===== config.mk =====
export PLATFORM = sky130hd
export DESIGN_NAME = sid_stream_seq
export DESIGN_NICKNAME = d
export VERILOG_FILES = /design/src/rtl/sid_pkg.sv /design/src/rtl/sid_word_classifier.sv /design/src/rtl/sid_byte_budget.sv /design/src/rtl/sid_out_reg.sv /design/src/rtl/sid_stream_seq.sv
export SDC_FILE = /design/constraint.sdc
export NUM_CORES = 1
export LEC_CHECK = 0
export ABC_CLOCK_PERIOD_IN_PS = 4700
export BUFFER_PORTS_ARGS = -buffer_cell sky130_fd_sc_hd__buf_4
export CORE_AREA = 4 4 113 142
export CTS_CLUSTER_DIAMETER = 60
export DETAILED_ROUTE_END_ITERATION = 8
export DIE_AREA = 0 0 117 146
export PLACE_DENSITY = 0.8
export SLEW_MARGIN = 40
export SYNTH_ARGS = -nofsm -noshare
export SYNTH_HDL_FRONTEND = slang
export SYNTH_SLANG_ARGS = --single-unit

===== constraint.sdc =====
create_clock -name clk -period 4.7 [get_ports clk]
set_input_delay 0.235 -clock clk [delete_from_list [all_inputs] [get_ports clk]]
set_output_delay 0.235 -clock clk [all_outputs]
set_load 0.02 [all_outputs]

===== src/rtl/sid_pkg.sv =====
package sid_pkg;
    localparam int QW        = 32;
    localparam int PHY_ID_W  = 6;
    localparam int ID_LSB    = 24;
    localparam int USED_W    = 4;
    localparam logic [QW-1:0] BEGIN_MARK = 32'h0000_00E0;
    localparam logic [QW-1:0] END_MARK   = 32'h0000_0001;
    localparam logic [USED_W-1:0] WORD_BYTES = 4'd4;
    localparam logic [USED_W-1:0] PAIR_BYTES = 4'd8;

    typedef enum logic [2:0] {
        ST_IDLE,
        ST_LEAD,
        ST_RUN,
        ST_FLUSH,
        ST_TAIL,
        ST_FIN
    } seq_state_e;

    typedef struct packed {
        logic              fwd;
        logic              own_first;
        logic              hold_set;
        logic              hold_clr;
        logic              drop;
        logic              stop;
        logic [USED_W-1:0] used;
        logic [QW-1:0]     fwd_q;
        logic [QW-1:0]     hold_q;
    } word_act_t;

    function automatic logic follows_own(input logic [QW-1:0] q,
                                         input logic [PHY_ID_W-1:0] own);
        logic [PHY_ID_W:0] nxt;
        nxt = {1'b0, own} + 1'b1;
        return !nxt[PHY_ID_W]
            && (q[ID_LSB +: PHY_ID_W] == nxt[PHY_ID_W-1:0])
            && !q[ID_LSB-1];
    endfunction
endpackage


===== src/rtl/sid_word_classifier.sv =====
module sid_word_classifier
    import sid_pkg::*;
(
    input  logic                held_v,
    input  logic [QW-1:0]       held_q,
    input  logic [QW-1:0]       word,
    input  logic [PHY_ID_W-1:0] own_id,
    output word_act_t           act
);
    always_comb begin
        act = '0;
        if (held_v && (word == ~held_q)) begin
            act.fwd       = 1'b1;
            act.fwd_q     = held_q;
            act.own_first = follows_own(held_q, own_id);
            act.hold_clr  = 1'b1;
            act.used      = PAIR_BYTES;
        end else begin
            if (held_v) begin
                act.drop     = 1'b1;
                act.hold_clr = 1'b1;
                act.used     = WORD_BYTES;
            end
            if (word == BEGIN_MARK) begin
                act.used = act.used + WORD_BYTES;
            end else if (word == END_MARK) begin
                act.stop = 1'b1;
            end else begin
                act.hold_set = 1'b1;
                act.hold_q   = word;
            end
        end
    end

    always_comb begin
        assert (!(act.fwd && act.drop)); // a pair is never also a dropped word
    end
endmodule


===== src/rtl/sid_byte_budget.sv =====
module sid_byte_budget
    import sid_pkg::*;
#(
    parameter int CNT_W = 16
) (
    input  logic              clk,
    input  logic              rst,
    input  logic              load,
    input  logic [CNT_W-1:0]  load_val,
    input  logic              dec,
    input  logic [USED_W-1:0] dec_amt,
    output logic [CNT_W-1:0]  rem,
    output logic              spent
);
    localparam int PAD_W = CNT_W - USED_W;

    logic [CNT_W-1:0] amt_ext;
    assign amt_ext = {{PAD_W{1'b0}}, dec_amt};
    assign spent   = (amt_ext >= rem);

    always_ff @(posedge clk) begin
        if (rst) begin
            rem <= '0;
        end else if (load) begin
            rem <= load_val;
        end else if (dec && !spent) begin
            rem <= rem - amt_ext;
        end
    end

    p_budget_monotone_r9: assert property (@(posedge clk) disable iff (rst)
        (!load && !$past(load) && !$past(rst)) |-> (rem <= $past(rem)));
endmodule


===== src/rtl/sid_out_reg.sv =====
module sid_out_reg
    import sid_pkg::*;
(
    input  logic          clk,
    input  logic          rst,
    input  logic          push,
    input  logic [QW-1:0] push_q,
    input  logic          out_ready,
    output logic          out_valid,
    output logic [QW-1:0] out_data,
    output logic          can_load
);
    assign can_load = !out_valid || out_ready;

    always_ff @(posedge clk) begin
        if (rst) begin
            out_valid <= 1'b0;
            out_data  <= '0;
        end else if (can_load) begin
            out_valid <= push;
            if (push) out_data <= push_q;
        end
    end

    p_hold_stable_r10: assert property (@(posedge clk) disable iff (rst)
        (out_valid && !out_ready) |=> (out_valid && $stable(out_data)));
    p_push_room_r10: assert property (@(posedge clk) disable iff (rst)
        push |-> can_load);
endmodule


===== src/rtl/sid_stream_seq.sv =====
module sid_stream_seq
    import sid_pkg::*;
#(
    parameter int CNT_W = 16
) (
    input  logic                clk,
    input  logic                rst,
    input  logic                in_valid,
    output logic                in_ready,
    input  logic [QW-1:0]       in_data,
    input  logic                in_last,
    input  logic [PHY_ID_W-1:0] own_phy_id,
    input  logic                own_is_root,
    input  logic [QW-1:0]       own_selfid,
    input  logic [CNT_W-1:0]    rx_byte_cnt,
    output logic                out_valid,
    input  logic                out_ready,
    output logic [QW-1:0]       out_data,
    output logic                done,
    output logic [PHY_ID_W-1:0] done_phy_id,
    output logic                done_root,
    output logic                fmt_err
);
    localparam logic [CNT_W-1:0] LONE_BYTES = CNT_W'(2 * 4);

    seq_state_e          state;
    logic [PHY_ID_W-1:0] cfg_id;
    logic                cfg_root;
    logic [QW-1:0]       cfg_own;
    logic                held_v;
    logic [QW-1:0]       held_q;
    logic                pend_v;
    logic [QW-1:0]       pend_q;
    logic                can_load;
    logic                push;
    logic [QW-1:0]       push_q;
    logic                in_fire;
    logic                spent;
    logic [CNT_W-1:0]    rem;
    logic                end_now;
    logic                tail_need;
    logic                start;
    word_act_t           act;

    sid_word_classifier u_cls (
        .held_v (held_v),
        .held_q (held_q),
        .word   (in_data),
        .own_id (cfg_id),
        .act    (act)
    );

    sid_byte_budget #(.CNT_W(CNT_W)) u_budget (
        .clk      (clk),
        .rst      (rst),
        .load     (start),
        .load_val (rx_byte_cnt),
        .dec      (in_fire),
        .dec_amt  (act.used),
        .rem      (rem),
        .spent    (spent)
    );

    sid_out_reg u_out (
        .clk       (clk),
        .rst       (rst),
        .push      (push),
        .push_q    (push_q),
        .out_ready (out_ready),
        .out_valid (out_valid),
        .out_data  (out_data),
        .can_load  (can_load)
    );

    assign start     = (state == ST_IDLE) && in_valid;
    assign in_ready  = (state == ST_RUN) && !pend_v && can_load;
    assign in_fire   = in_valid && in_ready;
    assign end_now   = act.stop || in_last || spent;
    assign tail_need = cfg_root && (cfg_id != '0);

    always_comb begin
        push   = 1'b0;
        push_q = cfg_own;
        unique case (state)
            ST_LEAD: push = can_load;
            ST_RUN, ST_FLUSH: begin
                if (pend_v) begin
                    push   = can_load;
                    push_q = pend_q;
                end else if (in_fire && act.fwd) begin
                    push   = 1'b1;
                    push_q = act.own_first ? cfg_own : act.fwd_q;
                end
            end
            ST_TAIL: push = can_load && tail_need;
            default: push = 1'b0;
        endcase
    end

    always_ff @(posedge clk) begin
        if (rst) begin
            state       <= ST_IDLE;
            cfg_id      <= '0;
            cfg_root    <= 1'b0;
            cfg_own     <= '0;
            held_v      <= 1'b0;
            held_q      <= '0;
            pend_v      <= 1'b0;
            pend_q      <= '0;
            fmt_err     <= 1'b0;
            done        <= 1'b0;
            done_phy_id <= '0;
            done_root   <= 1'b0;
        end else begin
            done <= 1'b0;
            if (pend_v && can_load) pend_v <= 1'b0;
            unique case (state)
                ST_IDLE: begin
                    if (in_valid) begin
                        cfg_id   <= own_phy_id;
                        cfg_root <= own_is_root;
                        cfg_own  <= own_selfid;
                        held_v   <= 1'b0;
                        fmt_err  <= 1'b0;
                        state    <= (rx_byte_cnt == LONE_BYTES) ? ST_LEAD : ST_RUN;
                    end
                end
                ST_LEAD: begin
                    if (can_load) state <= ST_RUN;
                end
                ST_RUN: begin
                    if (in_fire) begin
                        if (act.hold_clr) held_v <= 1'b0;
                        if (act.hold_set) begin
                            held_v <= 1'b1;
                            held_q <= act.hold_q;
                        end
                        if (act.fwd && act.own_first) begin
                            pend_v <= 1'b1;
                            pend_q <= act.fwd_q;
                        end
                        if (act.drop) fmt_err <= 1'b1;
                        if (end_now) begin
                            held_v <= 1'b0;
                            if (act.hold_set) fmt_err <= 1'b1;
                            state <= ST_FLUSH;
                        end
                    end
                end
                ST_FLUSH: begin
                    if (!pend_v) state <= ST_TAIL;
                end
                ST_TAIL: begin
                    if (!tail_need || can_load) state <= ST_FIN;
                end
                ST_FIN: begin
                    if (!out_valid || out_ready) begin
                        done        <= 1'b1;
                        done_phy_id <= cfg_id;
                        done_root   <= cfg_root;
                        state       <= ST_IDLE;
                    end
                end
                default: state <= ST_IDLE;
            endcase
        end
    end

    p_reset_quiet_r11: assert property (@(posedge clk) disable iff (rst)
        $past(rst) |-> (!out_valid && !done && !fmt_err && !in_ready));
    p_own_ahead_r4: assert property (@(posedge clk) disable iff (rst)
        (in_fire && act.fwd && act.own_first) |=> (out_valid && out_data == cfg_own));
    p_mark_hidden_r1: assert property (@(posedge clk) disable iff (rst)
        (out_valid && out_data == BEGIN_MARK) |-> (out_data == cfg_own));
    p_done_single_r7: assert property (@(posedge clk) disable iff (rst)
        done |=> !done);
    p_done_drained_r7: assert property (@(posedge clk) disable iff (rst)
        done |-> !out_valid);
    p_budget_close_r9: assert property (@(posedge clk) disable iff (rst)
        (in_fire && spent) |=> !in_ready);
    p_stop_close_r2: assert property (@(posedge clk) disable iff (rst)
        (in_fire && act.stop) |=> !in_ready);
    p_drop_flag_r8: assert property (@(posedge clk) disable iff (rst)
        (in_fire && act.drop) |=> fmt_err);
endmodule


### Word-level counts from Yosys, hierarchy flattened

Index checks and enable logic that the tools add are counted.
Widths: inputs -> output; s select.

| storage, ports and cells | value |
|---|---|
| register bits after elaboration | 166 |
| input bits | 92 |
| logic and storage cells | 127 |

| cells by class | value |
|---|---|
| $add $sub $neg | 3 |
| $lt $le $gt $ge | 1 |
| equal/unequal tests | 18 |
| multiplexer cells | 51 |
| bitwise logic cells | 2 |
| reductions and logical operators | 37 |

Operators by type and width:

| kind | number |
|---|---|
| $mux 32 | 8 |
| $eq 32x1->1 const B | 1 |
| $eq 32x32->1 | 1 |
| $eq 32x8->1 const B | 1 |
| $mux 16 | 2 |
| $not 32->32 | 1 |
| $mux 3 | 8 |
| $mux 1 | 22 |
| $pmux 3 s6 | 1 |
| $eq 16x4->1 const B | 1 |
| $ge 4x16->1 | 1 |
| $sub 16x4->16 | 1 |
| $ne 2x2->1 const B | 7 |
| $logic_and 1x1->1 | 13 |
| $mux 4 | 3 |
| $reduce_and 3->1 | 3 |
| $mux 2 | 4 |
| $add 6x1->7 const B | 1 |
| $reduce_and 7->1 | 1 |
| $eq 3x2->1 const B | 2 |
| $eq 3x3->1 const B | 2 |
| $eq 6x6->1 | 1 |
| $logic_not 1->1 | 6 |
| $reduce_and 2->1 | 3 |
| other kinds (12) | 18 |

### Longest topological paths before layout

| logic depth | value |
|---|---|
| depth after elaboration | 12 |
| depth in mapped cells | 16 |

### By module

Synthesis repeated with hierarchy kept, for this count alone.

| second synthesis, totals | value |
|---|---|
| cell total of the unflattened synthesis | 1,085 |
| area total of the unflattened synthesis | 8,658.3 µm² |

Modules (own cells, without submodules):

| module | times used | cells an instance | area an instance (µm²) |
|---|---|---|---|
| sid_stream_seq | 1 | 622 | 4,804.6 |
| sid_out_reg | 1 | 150 | 1,443.9 |
| sid_byte_budget | 1 | 142 | 1,237.4 |
| sid_word_classifier | 1 | 171 | 1,172.4 |

### Worst setup path after synthesis

OpenSTA, ideal clock, no wires.

| path | value |
|---|---|
| kind | reg-to-reg |
| start | reg held_q[27] |
| end | reg u_budget.rem[12] |
| arrival time | 3.447 ns |
| data required time | 4.609 ns |
| slack | 1.162 ns |
| cell stages (with the launch flop) | 14 |
| period minus slack after synthesis | 3.538 ns |
| cell sequence | dfxtp_1 -> xor2_1 -> nand4_1 -> nor4_1 -> nand3_1 -> and2_1 -> ha_1 -> fa_1 -> o211ai_1 -> o21ai_2 -> or3_1 -> buf_2 -> or3_1 -> a311oi_1 |

| between the ends | value |
|---|---|
| cells in the longest elaborated chain, start to end | 8 |
| elaborated cells on any way between the ends | 11 |

Ends and longest elaborated chain:

| what | RTL line | text |
|---|---|---|
| from (decl) | sid_stream_seq.sv:31 | `logic [QW-1:0] held_q;` |
| from (signal assigned) | sid_stream_seq.sv:136 | `held_q <= act.hold_q;` |
| $not 32->32 * | sid_word_classifier.sv:12 | `if (held_v && (word == ~held_q)) begin` |
| $eq 32x32->1 * | sid_word_classifier.sv:12 |  |
| $logic_and 1x1->1 * | sid_word_classifier.sv:12 |  |
| $mux 4 * | sid_word_classifier.sv:12 |  |
| $ge 4x16->1 | sid_byte_budget.sv:19 | `assign spent = (amt_ext >= rem);` |
| $logic_not 1->1 | sid_byte_budget.sv:26 | `end else if (dec && !spent) begin` |
| $logic_and 1x1->1 | sid_byte_budget.sv:26 |  |
| $reduce_bool 2->1 (no line) | - |  |
| to (signal assigned) | sid_byte_budget.sv:25 | `rem <= load_val;` |
| to (signal assigned) | sid_byte_budget.sv:27 | `rem <= rem - amt_ext;` |
| to (decl) | sid_byte_budget.sv:12 | `output logic [CNT_W-1:0] rem,` |

Every way passes the cells marked *; elsewhere a longest branch is shown, timed or not. The select of a mux whose other input is x is not followed.
A chain may end at the register's enable or synchronous reset.

### Worst setup path after layout

| path | value |
|---|---|
| start | reg held_q[27] |
| end | reg u_budget.rem[15] |

The elaborated chain is that of the path after synthesis.

==> results.toml <==
[timing]
max_freq_mhz = 239
hold_violations = 0
setup_tns_ns = 0
fin_crit_ns = 4.18
maxSlewHeadroom_pct = 45.7
setup_violations = 0
rsz0062_at_grt = "false"
fin_ws_ns = 0.523
slew_violations = 0
fin_skew_ns = 0.00498
period_share_pct = 88.9
worst_slew_pin_slew_ns = 0.815

[detailed_routing]
drtIter0Drc = 661
wirelength_mm = 23.5
viasPerCell = 6.00
antenna_left = 0
wire_per_inst_um = 18.0
dr_total_vias = 7808
dr.pass1.iters = 5
drc_errors = 0

[clock_network]
cts_setup_buffers = 0
clkTransAtPathRegs_ns = 0.06
cts_tree = "yes"
ctsHoldBuffers = 0
cts_sinks = 166
cts_max_path_buffers = 2
htree_levels = 4
cts_resized = 0
clk_latency_ns = 0.43
cts_made_buffers = 17
cts-root-buf = "clkbuf_16"

[place]
dp_cells = 1269
placedInstanceArea_mm2 = 0.00936
io_buffers = 134
place_ws_ns = 0.380
dp_hpwl_mm = 15.4
place_congestion = 0.935

[critical_path]
cp-end-kind = "flip-flop"
cpPeakStageDelay_ns = 0.67
critPathBufInv = 0
regToRegSetupSlack_ns = 0.52
worstSetupStartpointType = "flip-flop"
crit_chain = "xor2_1, nand4_1, nor4_1, nand3_1, and2_1, ha_1, fa_1, o211ai_1, o21ai_2, or4_1, nor2_2, a211oi_1, nor4_1"
cpMostUsedCell = "nor4_1"
r2r_start = "held_q[27]"
cp_max_fo = 7
cp_slowest_cell = "or4_1"
reg2reg_depth = 13
crit_arrival_ns = 4.51
required_ns = 5.03
critPathLaunch = "held_q[27]"
reg2reg_to = "u_budget.rem[15]"
path_delay_family = "simple AND/OR/NAND/NOR gates"
critPathKind = "reg2reg"

[finish]
layout-drive-gt1-share_pct = 17.7
instances_no_fill = 1302
finalNetCount = 1205
diodes = 0
fin_util_pct = 68.1
nFillCells = 1205
area_growth_pct = 21.3
fin_area_mm2 = 0.0100

[yosys]
syn_area_per_cell_um2 = 8.13
synth_area_leaders = "dfxtp_1 40%, a21oi_1 7.4%, nand2_1 7.3%"
ys_types = 58
synth_top_cell_by_area = "dfxtp_1"
ys_async_sr_fraction_pct = 0
synth_edf_count = 0
yosys_warnings = 0
yosys.area.top_type_share_pct = 40.1
ys_seq_elements = 166
yosysSeqAreaShare_pct = 40.1
syn_area_mm2 = 0.00829
ys.flop_type = "dfxtp_1"
syn-num-nets = 1118
synthCells = 1020

[pwr]
ir_drop_v = 0.000245
swShare_pct = 26.1
intPower_mw = 2.77
power_switching_mw = 0.975
leakage_nw = 4.23
clkPwrFrac_pct = 42.6
p_comb_share_pct = 15.5
seqPwrFrac_pct = 41.9
power_density_mw_per_mm2 = 372

[floorplan]
die_area_mm2 = 0.0171
die_h_um = 146
row_count = 50
die-width_um = 117
core_area_mm2 = 0.0148
start_util_pct = 56.1
io-pin-count = 135

[job]
cap_viol_max_count = 0

[run_status]
status = "finished, final reports clean"

[global_routing]
overflow = 0
grt_pass1_wl_mm = 37.2
grt_usage_pct = 27.4
grt_pass1_vias = 7345
antenna_found_initial = 0
grt_max_degree = 89

[min_path]
hold_path.class = "in2reg"
min_from = "own_selfid[24]"
hold_depth = 3
min_to = "cfg_own[24]"
registers in the layout, indices dropped and copies added, names as in the netlist:
| signal | flops |
|---|---|
| cfg_id | 6 |
| cfg_own | 32 |
| cfg_root | 1 |
| done | 1 |
| done_phy_id | 6 |
| done_root | 1 |
| fmt_err | 1 |
| held_q | 32 |
| held_v | 1 |
| pend_q | 32 |
| pend_v | 1 |
| state | 3 |
| u_budget.rem | 16 |
| u_out.out_data | 32 |
| u_out.out_valid | 1 |
layer usage:
| layer | GRT usage (%) | vias to the layer above | part of all wire [%] |
|---|---|---|---|
| met3 | 4.70 | 66 | 6.6 |
| li1 | - | 3772 | - |
| met2 | 43.7 | 305 | 48 |
| met4 | 12.1 | 0 | 3.7 |
| met1 | 36.2 | 3665 | 42 |
| met5 | 0 | - | 0 |
Yosys cell counts, types with 2 or more instances:
cell	count
buf_2	10
o21bai_1	62
xor2_1	37
xnor2_1	6
a21boi_0	32
nand2b_1	4
o32ai_1	2
clkbuf_1	72
a211oi_1	9
or3b_2	2
and4_1	3
a311oi_1	4
nor4_1	16
o211ai_1	2
nand2_1	161
nand3_1	9
nand3b_1	2
a21oi_1	123
ha_1	5
nand4_1	17
inv_1	7
mux2i_1	39
nor4b_1	3
nor3_1	7
and2_1	4
o311ai_0	2
and3_1	33
o21ai_0	7
dfxtp_1	166
nor2b_1	4
nor2_1	70
nor3b_1	33
buf_1	2
or3_1	5
a2bb2oi_1	2
a31oi_1	33
o21ai_2	2
or2_2	3
final cells by class:
| cell class | instances | area (um^2) | area share [%] |
|---|---|---|---|
| clock inverters | 9 | 195 | 1.94 |
| inverters | 7 | 26.3 | 0.261 |
| well taps | 182 | 228 | 2.27 |
| repair buffers | 152 | 1170 | 11.6 |
| clock buffers | 23 | 478 | 4.76 |
| multi-input cells | 763 | 4630 | 46.1 |
| flip-flops and latches | 166 | 3320 | 33.1 |
stage by stage:
step                total power [mW]  hold slack [ns]
finish                          3.74           0.0509
global route                    3.87           0.0447
CTS                             3.74           0.0390
detailed placement              2.17            0.439
global placement                2.16            0.434
floorplan                       1.94            0.371
worst register-to-register path: cells and delay by family, from the launching register on:
kind | cells | cell delay, ns
AO/OA/AOI/OAI | 3 | 0.61
XOR/XNOR | 1 | 0.31
adder cells (fa/ha/maj) | 2 | 0.62
flip-flops | 1 | 0.47
AND/OR/NAND/NOR | 7 | 2.06
logic make-up after synthesis:
group	count (synthesis)	synth area share, %
AOI/OAI and AO/OA	287	21.9
and+or+nand+nor	388	23.5
xor gates and xnor gates	43	4.54
buffers and inverters	91	4.27
DFF	166	40.1
adders and majority gates	6	0.996
muxes	39	4.71
how the worst max path moves through the flow:
stage | to | slack [ns] | depth (start not counted)
6_report | u_budget.rem[15] | 0.52 | 13
5_1_grt | u_budget.rem[9] | 0.22 | 13
4_1_cts | u_budget.rem[15] | 0.55 | 13
3_5_place_dp | u_budget.rem[15] | 0.38 | 15
3_3_place_gp | u_budget.rem[13] | 0.50 | 14
2_1_floorplan | u_budget.rem[12] | 1.16 | 13
layout by cell type, fill, tap and decap left out, types with 3 or more instances in the layout:
cell,instances
a21boi_0,32
xor2_1,37
clkbuf_16,17
or2_2,3
a31oi_1,33
nand4_1,17
nor2_1,70
clkbuf_1,3
o21ai_0,7
xnor2_1,6
buf_4,149
dfxtp_1,166
nor3_1,7
inv_1,7
clkbuf_8,3
nor4_1,16
a21oi_1,123
mux2i_1,39
nor2b_1,4
o21bai_1,62
a211oi_1,9
and3_1,33
and2_1,4
nand2b_1,3
nand3_1,9
bufinv_16,6
nand2_1,160
or3_1,5
and4_1,3
a311oi_1,4
clkinv_2,3
ha_1,5
nor3b_1,33
power groups by stage:
stage / logic, mW / registers [mW] / clock network, mW
detailed placement: 0.569 / 1.60 / 0
global route: 0.631 / 1.58 / 1.66
floorplan: 0.346 / 1.59 / 0
CTS: 0.574 / 1.57 / 1.60
finish: 0.580 / 1.57 / 1.59
global placement: 0.563 / 1.59 / 0
Note: power is estimated with default switching activity, not from simulation.
